**config.mk**
```make
export PLATFORM = sky130hd
export DESIGN_NAME = vec_rotator_pipe
export DESIGN_NICKNAME = d
export VERILOG_FILES = /design/src/rtl/rot_pkg.sv /design/src/rtl/rot_quadrant_fold.sv /design/src/rtl/rot_micro_stage.sv /design/src/rtl/rot_gain_scale.sv /design/src/rtl/vec_rotator_pipe.sv
export SDC_FILE = /design/constraint.sdc
export NUM_CORES = 2
export LEC_CHECK = 0
export BUFFER_PORTS_ARGS = -buffer_cell sky130_fd_sc_hd__buf_2
export CAP_MARGIN = 20
export CORE_MARGIN = 2
export CORE_UTILIZATION = 40
export DETAILED_ROUTE_END_ITERATION = 8
export PLACE_DENSITY = 0.61
export SKIP_CTS_REPAIR_TIMING = 1
export SYNTH_ARGS = -nofsm -noshare
export SYNTH_HDL_FRONTEND = slang
export SYNTH_SLANG_ARGS = --single-unit
```
**constraint.sdc**
```tcl
create_clock -name clk -period 5.41 [get_ports clk]
set_input_delay 0.541 -clock clk [delete_from_list [all_inputs] [get_ports clk]]
set_output_delay 0.541 -clock clk [all_outputs]
set_load 0.02 [all_outputs]
```
**src/rtl/rot_pkg.sv**
```systemverilog
package rot_pkg;
   // Arctangent of 2^-idx in units of 1/65536 of a full turn.
   function automatic int atan_units(input int idx);
      case (idx)
         0:  return 8192;
         1:  return 4836;
         2:  return 2555;
         3:  return 1297;
         4:  return 651;
         5:  return 326;
         6:  return 163;
         7:  return 81;
         8:  return 41;
         9:  return 20;
         10: return 10;
         11: return 5;
         12: return 3;
         13: return 1;
         14: return 1;
         default: return 0;
      endcase
   endfunction

   localparam int TABLE_ANGLE_W = 16;
   localparam int MAX_STAGES    = 16;
endpackage

```
**src/rtl/rot_quadrant_fold.sv**
```systemverilog
module rot_quadrant_fold #(
   parameter int DATA_W  = 16,
   parameter int ANGLE_W = 16,
   parameter int TAG_W   = 8,
   parameter int GUARD   = 4,
   parameter int IW      = DATA_W + 2 + GUARD
) (
   input  logic                      clk,
   input  logic                      rst,
   input  logic                      v_i,
   input  logic signed [DATA_W-1:0]  x_i,
   input  logic signed [DATA_W-1:0]  y_i,
   input  logic        [ANGLE_W-1:0] ang_i,
   input  logic        [TAG_W-1:0]   tag_i,
   output logic                      v_o,
   output logic signed [IW-1:0]      x_o,
   output logic signed [IW-1:0]      y_o,
   output logic signed [ANGLE_W-1:0] z_o,
   output logic        [TAG_W-1:0]   tag_o
);
   localparam int EXT = IW - DATA_W - GUARD;

   logic                 flip;
   logic signed [IW-1:0] x_ext, y_ext;

   // Second and third quadrants: top two angle bits differ.
   assign flip  = ang_i[ANGLE_W-1] ^ ang_i[ANGLE_W-2];
   assign x_ext = {{EXT{x_i[DATA_W-1]}}, x_i, {GUARD{1'b0}}};
   assign y_ext = {{EXT{y_i[DATA_W-1]}}, y_i, {GUARD{1'b0}}};

   always_ff @(posedge clk) begin
      if (rst) v_o <= 1'b0;
      else     v_o <= v_i;
   end

   always_ff @(posedge clk) begin
      tag_o <= tag_i;
      if (flip) begin
         x_o <= -x_ext;
         y_o <= -y_ext;
         z_o <= {~ang_i[ANGLE_W-1], ang_i[ANGLE_W-2:0]};
      end else begin
         x_o <= x_ext;
         y_o <= y_ext;
         z_o <= ang_i;
      end
   end
endmodule

```
**src/rtl/rot_micro_stage.sv**
```systemverilog
module rot_micro_stage #(
   parameter int IW      = 22,
   parameter int ANGLE_W = 16,
   parameter int TAG_W   = 8,
   parameter int IDX     = 0
) (
   input  logic                      clk,
   input  logic                      rst,
   input  logic                      v_i,
   input  logic signed [IW-1:0]      x_i,
   input  logic signed [IW-1:0]      y_i,
   input  logic signed [ANGLE_W-1:0] z_i,
   input  logic        [TAG_W-1:0]   tag_i,
   output logic                      v_o,
   output logic signed [IW-1:0]      x_o,
   output logic signed [IW-1:0]      y_o,
   output logic signed [ANGLE_W-1:0] z_o,
   output logic        [TAG_W-1:0]   tag_o
);
   localparam int SCALE = ANGLE_W - rot_pkg::TABLE_ANGLE_W;
   localparam logic signed [ANGLE_W-1:0] STEP_ANG =
      ANGLE_W'(rot_pkg::atan_units(IDX)) <<< SCALE;

   logic signed [IW-1:0] xs, ys;
   logic                 ccw;

   assign xs  = x_i >>> IDX;
   assign ys  = y_i >>> IDX;
   assign ccw = ~z_i[ANGLE_W-1];

   always_ff @(posedge clk) begin
      if (rst) v_o <= 1'b0;
      else     v_o <= v_i;
   end

   always_ff @(posedge clk) begin
      tag_o <= tag_i;
      if (ccw) begin
         x_o <= x_i - ys;
         y_o <= y_i + xs;
         z_o <= z_i - STEP_ANG;
      end else begin
         x_o <= x_i + ys;
         y_o <= y_i - xs;
         z_o <= z_i + STEP_ANG;
      end
   end
endmodule

```
**src/rtl/rot_gain_scale.sv**
```systemverilog
module rot_gain_scale #(
   parameter int IW        = 22,
   parameter int OUT_W     = 17,
   parameter int TAG_W     = 8,
   parameter int GUARD     = 4,
   parameter int GAIN_FRAC = 16,
   parameter int GAIN_Q    = 39797
) (
   input  logic                    clk,
   input  logic                    rst,
   input  logic                    v_i,
   input  logic signed [IW-1:0]    x_i,
   input  logic signed [IW-1:0]    y_i,
   input  logic        [TAG_W-1:0] tag_i,
   output logic                    v_o,
   output logic signed [OUT_W-1:0] x_o,
   output logic signed [OUT_W-1:0] y_o,
   output logic        [TAG_W-1:0] tag_o
);
   localparam int PW = IW + GAIN_FRAC + 2;
   localparam int SH = GAIN_FRAC + GUARD;
   localparam logic signed [PW-1:0] GQ   = PW'(GAIN_Q);
   localparam logic signed [PW-1:0] HALF = PW'(1) <<< (SH - 1);

   logic signed [PW-1:0] px, py, rx, ry;

   assign px = PW'(x_i) * GQ;
   assign py = PW'(y_i) * GQ;
   assign rx = (px + HALF) >>> SH;
   assign ry = (py + HALF) >>> SH;

   always_ff @(posedge clk) begin
      if (rst) v_o <= 1'b0;
      else     v_o <= v_i;
   end

   always_ff @(posedge clk) begin
      tag_o <= tag_i;
      x_o   <= OUT_W'(rx);
      y_o   <= OUT_W'(ry);
   end
endmodule

```
**src/rtl/vec_rotator_pipe.sv**
```systemverilog
module vec_rotator_pipe #(
   parameter int DATA_W    = 16,
   parameter int ANGLE_W   = 16,
   parameter int TAG_W     = 8,
   parameter int STAGES    = 16,
   parameter int GUARD     = 4,
   parameter int GAIN_FRAC = 16,
   parameter int GAIN_Q    = 39797
) (
   input  logic                    clk,
   input  logic                    rst,
   input  logic                    start,
   input  logic signed [DATA_W-1:0] in_i,
   input  logic signed [DATA_W-1:0] in_q,
   input  logic [ANGLE_W-1:0]      in_angle,
   input  logic [TAG_W-1:0]        in_tag,
   output logic                    busy,
   output logic                    out_valid,
   output logic signed [DATA_W:0]  out_i,
   output logic signed [DATA_W:0]  out_q,
   output logic [TAG_W-1:0]        out_tag
);
   localparam int IW    = DATA_W + 2 + GUARD;
   localparam int OUT_W = DATA_W + 1;

   generate
      if (STAGES < 4 || STAGES > rot_pkg::MAX_STAGES)
         $error("STAGES must lie between 4 and 16");
      if (ANGLE_W < rot_pkg::TABLE_ANGLE_W || ANGLE_W > 24)
         $error("ANGLE_W must lie between 16 and 24");
      if (DATA_W < 4)
         $error("DATA_W must be at least 4");
      if (GUARD < 1)
         $error("GUARD must be at least 1");
      if (GAIN_Q <= 0 || GAIN_Q >= (1 << GAIN_FRAC))
         $error("GAIN_Q must be a positive fraction");
   endgenerate

   logic        [STAGES:0]     sv;
   logic signed [IW-1:0]       sx   [STAGES+1];
   logic signed [IW-1:0]       sy   [STAGES+1];
   logic signed [ANGLE_W-1:0]  sz   [STAGES+1];
   logic        [TAG_W-1:0]    stag [STAGES+1];

   rot_quadrant_fold #(
      .DATA_W(DATA_W), .ANGLE_W(ANGLE_W), .TAG_W(TAG_W),
      .GUARD(GUARD), .IW(IW)
   ) u_fold (
      .clk(clk), .rst(rst),
      .v_i(start), .x_i(in_i), .y_i(in_q), .ang_i(in_angle), .tag_i(in_tag),
      .v_o(sv[0]), .x_o(sx[0]), .y_o(sy[0]), .z_o(sz[0]), .tag_o(stag[0])
   );

   for (genvar k = 0; k < STAGES; k++) begin : g_stage
      rot_micro_stage #(
         .IW(IW), .ANGLE_W(ANGLE_W), .TAG_W(TAG_W), .IDX(k)
      ) u_stage (
         .clk(clk), .rst(rst),
         .v_i(sv[k]), .x_i(sx[k]), .y_i(sy[k]), .z_i(sz[k]), .tag_i(stag[k]),
         .v_o(sv[k+1]), .x_o(sx[k+1]), .y_o(sy[k+1]), .z_o(sz[k+1]),
         .tag_o(stag[k+1])
      );
   end

   rot_gain_scale #(
      .IW(IW), .OUT_W(OUT_W), .TAG_W(TAG_W), .GUARD(GUARD),
      .GAIN_FRAC(GAIN_FRAC), .GAIN_Q(GAIN_Q)
   ) u_gain (
      .clk(clk), .rst(rst),
      .v_i(sv[STAGES]), .x_i(sx[STAGES]), .y_i(sy[STAGES]), .tag_i(stag[STAGES]),
      .v_o(out_valid), .x_o(out_i), .y_o(out_q), .tag_o(out_tag)
   );

   // The residual angle of the last stage is not needed past the chain.
   logic unused_z;
   assign unused_z = ^sz[STAGES];

   always_comb begin
      busy = out_valid | (|sv) | (unused_z & 1'b0);
   end
endmodule

```
==> results.py <==
metrics = {
    "run_status": {
        "status": "complete, but fails checks",
        "failed_checks": "negative setup slack",
    },
    "route": {
        "vias_per_cell": 5.210,
        "drt-initial-drc-count": 3202,
        "routedWlPerCell_um": 16.54,
        "final_antenna_net_count": 0,
        "post_route_drc": 0,
        "drt_pre_antenna_iters": 5,
        "drt_wl_total_mm": 211.7,
        "route.vias.total": 66690,
    },
    "timing": {
        "grt_setup_unrepaired": "true",
        "timing.final.max_slew_violations": 0,
        "clock_skew_ps": 27.42,
        "max-slew-margin-rel_pct": 29.99,
        "tns_ps": -127.8,
        "fin_hold_ws_ps": 71.88,
        "layout_worst_path_cycle_share_pct": 101.4,
        "fin_crit_ps": 5486,
        "clock.fmax_mhz": 182.3,
        "timing_hold_violations_final": 0,
        "layout_setup_ws_ps": -75.73,
        "max_slew.worst_pin.slew_ps": 1047,
        "total_of_endpoints_with_negative_setup_slack_in_the_final_report": 4,
    },
    "setup_path": {
        "worst_case_reg_to_reg_path_depth": 19,
        "rr_endpoint": "u_gain.x_o[16]",
        "cp_common_cell": "sky130_fd_sc_hd__fa_1",
        "start_kind": "flip-flop",
        "cp.required_ps": 6120,
        "crit-reg2reg-launch": "g_stage[15].u_stage.x_o[11]",
        "worst-endpoint-arrival_ps": 6200,
        "reg2reg_setup_slack_ps": -80,
        "critPathSlowestCell": "sky130_fd_sc_hd__fa_2",
        "critical_path.cell_chain": "ha_4, buf_6, fa_1, inv_1, fa_1, inv_2, fa_2, fa_1, fa_1, ha_4, a21oi_2, o21ai_2, or3_4, o211a_4, a211o_1, a31oi_4, nor2b_1, nor2_1, xnor2_1",
        "crit_type": "reg2reg",
        "cp_slowest_stage_delay_ps": 560,
        "worst_setup_path_end_kind": "flip-flop",
        "worstPathMaxFanout": 5,
    },
    "global_route": {
        "grt_first_pass_wirelength_mm": 342.6,
        "initial_antenna_violation_count": 2,
        "vias_in_the_first_global_route": 66050,
        "grt_util_met3_pct": 2.191,
        "globalRouteMet1Util_pct": 23.12,
        "grt_start_max_net_pins": 62,
        "grt_util_met2_pct": 34.50,
        "global_route.usage.total_pct": 19.00,
        "globalRoute.busiestLayer": "met2",
        "gr-total-overflow": 0,
    },
    "finish": {
        "final_cell_count_no_fill": 12800,
        "fillers": 20500,
        "final_layout_size_suffix_gt1_share_pct": 8.744,
        "final_nets": 11510,
        "area_delta_synth_final_pct": 13.16,
    },
    "clocking": {
        "cts-root-to-sink-buffers": 3,
        "cts_htree_levels": 4,
        "clock_slew_at_the_register_clock_pins_of_the_worst_setup_and_hold_paths_ps": 60,
        "worst_skew_pair.late_latency_ps": 790,
        "tritoncts_clock_tree": "done",
        "cts_buffers": 137,
        "cts_num_sinks": 1158,
        "root_buffer": "sky130_fd_sc_hd__clkbuf_16",
    },
    "place": {
        "finalWeightedCongestion": 0.9172,
        "place.detailed.instances": 12480,
        "preCtsSetupSlack_ps": -454.9,
        "hpwl_mm": 174.2,
        "buffers_added_on_ports": 102,
    },
    "hold_path": {
        "worst_hold_path_endpoint": "u_fold.x_o[10]",
        "source_of_the_worst_hold_timing_path": "in_i[6]",
        "min_path_cells": 3,
        "min_path_type": "in2reg",
    },
    "floorplan": {
        "floorplan.die.width_um": 468.4,
        "floorplan_core_area_sq_um": 214400,
        "io_pins": 103,
        "floorplan.die.height_um": 468.4,
        "fp-row-count": 170,
        "floorplan.initialDensity_pct": 40.23,
        "dieArea_sq_um": 219400,
    },
    "synth": {
        "yosysTopAreaCell": "sky130_fd_sc_hd__dfxtp_1",
        "post-synth-top-area-fraction_pct": 26.88,
        "synthArstFlopShare_pct": 0,
        "synthTopCellsByArea": "sky130_fd_sc_hd__dfxtp_1, sky130_fd_sc_hd__ha_1, sky130_fd_sc_hd__fa_1",
        "post_synth_inst_count": 9470,
        "post_synth_instance_area_sq_um": 86250,
        "seq_area_frac_synth_pct": 26.88,
        "synth-seq-cells": 1158,
        "synth-edff-count": 0,
        "yosysWarnings": 0,
        "avgSynthCellArea_sq_um": 9.108,
        "postSynth.topFlopCell": "sky130_fd_sc_hd__dfxtp_1",
        "synth.net_count": 11130,
        "synth_cell_type_count": 103,
    },
    "job": {
        "drv_cap": 0,
    },
}
[kinds of logic after synthesis]
| kind of cell | after synthesis | share of synthesized area, % |
|---|---|---|
| fa+ha+maj | 1599 | 26.35 |
| flops | 1158 | 26.88 |
| simple gates | 2105 | 11.96 |
| mux | 93 | 1.146 |
| compound gates | 2300 | 17.30 |
| xor+xnor | 1156 | 11.76 |
| buf+inv | 1059 | 4.617 |
[how the worst max path moves through the flow]
| stage | from | slack (ps) | end |
|---|---|---|---|
| floorplan | g_stage[15].u_stage.x_o[13] | 0.4 | u_gain.x_o[10] |
| global placement | g_stage[15].u_stage.x_o[5] | -330 | u_gain.x_o[11] |
| detailed placement | g_stage[15].u_stage.x_o[8] | -450 | u_gain.x_o[13] |
| CTS | g_stage[15].u_stage.x_o[8] | -490 | u_gain.x_o[11] |
| global route | g_stage[15].u_stage.x_o[6] | -240 | u_gain.x_o[16] |
| finish | g_stage[15].u_stage.x_o[11] | -80 | u_gain.x_o[16] |
[metal layers]
layer	vias to the layer above	part of all wire (%)
met5	-	0
met1	31630	44
met3	307	2.9
met4	0	3.2
met2	987	50
li1	33770	-
[synth_stat cells, types with 22 or more instances]
library cell and instances:
sky130_fd_sc_hd__nor4_1 43, sky130_fd_sc_hd__o31ai_1 35, sky130_fd_sc_hd__buf_1 30, sky130_fd_sc_hd__o21a_1 128
sky130_fd_sc_hd__and2_1 51, sky130_fd_sc_hd__mux2i_1 50, sky130_fd_sc_hd__a211o_1 22, sky130_fd_sc_hd__fa_1 362
sky130_fd_sc_hd__nand4_1 44, sky130_fd_sc_hd__nor3_1 295, sky130_fd_sc_hd__nand2_1 375, sky130_fd_sc_hd__nand2b_1 86
sky130_fd_sc_hd__a211oi_1 63, sky130_fd_sc_hd__mux2_2 42, sky130_fd_sc_hd__nor2_1 655, sky130_fd_sc_hd__dfxtp_1 1158
sky130_fd_sc_hd__xor2_1 401, sky130_fd_sc_hd__or2_2 29, sky130_fd_sc_hd__and3_1 67, sky130_fd_sc_hd__a21o_1 300
sky130_fd_sc_hd__inv_1 923, sky130_fd_sc_hd__xnor2_1 754, sky130_fd_sc_hd__a21boi_0 27, sky130_fd_sc_hd__a31oi_1 90
sky130_fd_sc_hd__nor2b_1 149, sky130_fd_sc_hd__o211ai_1 53, sky130_fd_sc_hd__or3_1 66, sky130_fd_sc_hd__ha_1 1237
sky130_fd_sc_hd__o21bai_1 117, sky130_fd_sc_hd__a21oi_1 833, sky130_fd_sc_hd__nand3_1 145, sky130_fd_sc_hd__a31o_2 29
sky130_fd_sc_hd__clkbuf_1 94, sky130_fd_sc_hd__o21ai_0 339
[cell usage in the layout, fill, tap and decap left out, drive strengths merged, types with 145 or more instances in the layout]
| cell type | n |
|---|---|
| a21oi | 841 |
| nor3 | 298 |
| dfxtp | 1158 |
| inv | 934 |
| xnor2 | 755 |
| o21ai | 353 |
| a21o | 300 |
| fa | 362 |
| clkbuf | 186 |
| buf | 321 |
| nand3 | 145 |
| nand2 | 376 |
| nor2b | 149 |
| nor2 | 655 |
| ha | 1237 |
| xor2 | 401 |
[state kept, by name, indices dropped and copies added (netlist names)]
register,flops
u_fold.y_o,18
g_stage.u_stage.z_o,225
u_gain.y_o,17
u_gain.tag_o,8
u_gain.v_o,1
g_stage.u_stage.x_o,344
u_fold.v_o,1
g_stage.u_stage.y_o,341
g_stage.u_stage.v_o,16
g_stage.u_stage.tag_o,128
u_fold.x_o,18
u_fold.tag_o,8
u_gain.x_o,17
u_fold.z_o,16
[through the flow]
step           utilization, %  cell area, sq um
2_1_floorplan               -             86270
3_3_place_gp            42.62             91370
3_5_place_dp            42.62             91370
4_1_cts                 44.81             96080
5_1_grt                 45.52             97600
6_report                45.52             97600
[layout make-up]
type                            count  area (sq um)  share of cell area (%)
Clock inverter                     63         790.8                  0.8102
Multi-Input combinational cell   7253         59890                   61.36
Antenna cell                        3         7.507                0.007692
Clock buffer                      186          3915                   4.011
Tap cell                         2838          3551                   3.638
Timing Repair Buffer              372          2695                   2.761
Sequential cell                  1158         23270                   23.84
Inverter                          929          3487                   3.573
[worst max-delay path, delay by kind of cell (launching register included)]
| kind | cells | cell delay [ps] |
|---|---|---|
| XOR/XNOR | 1 | 130 |
| adder cells (fa/ha/maj) | 7 | 3040 |
| AND/OR/NAND/NOR | 3 | 540 |
| buffers and inverters | 3 | 210 |
| flip-flops | 1 | 360 |
| AO/OA/AOI/OAI | 5 | 1110 |
Power is left out: the tool's default activity adds up to more than one toggle a clock period on the data nets, which glitch-free logic cannot reach.
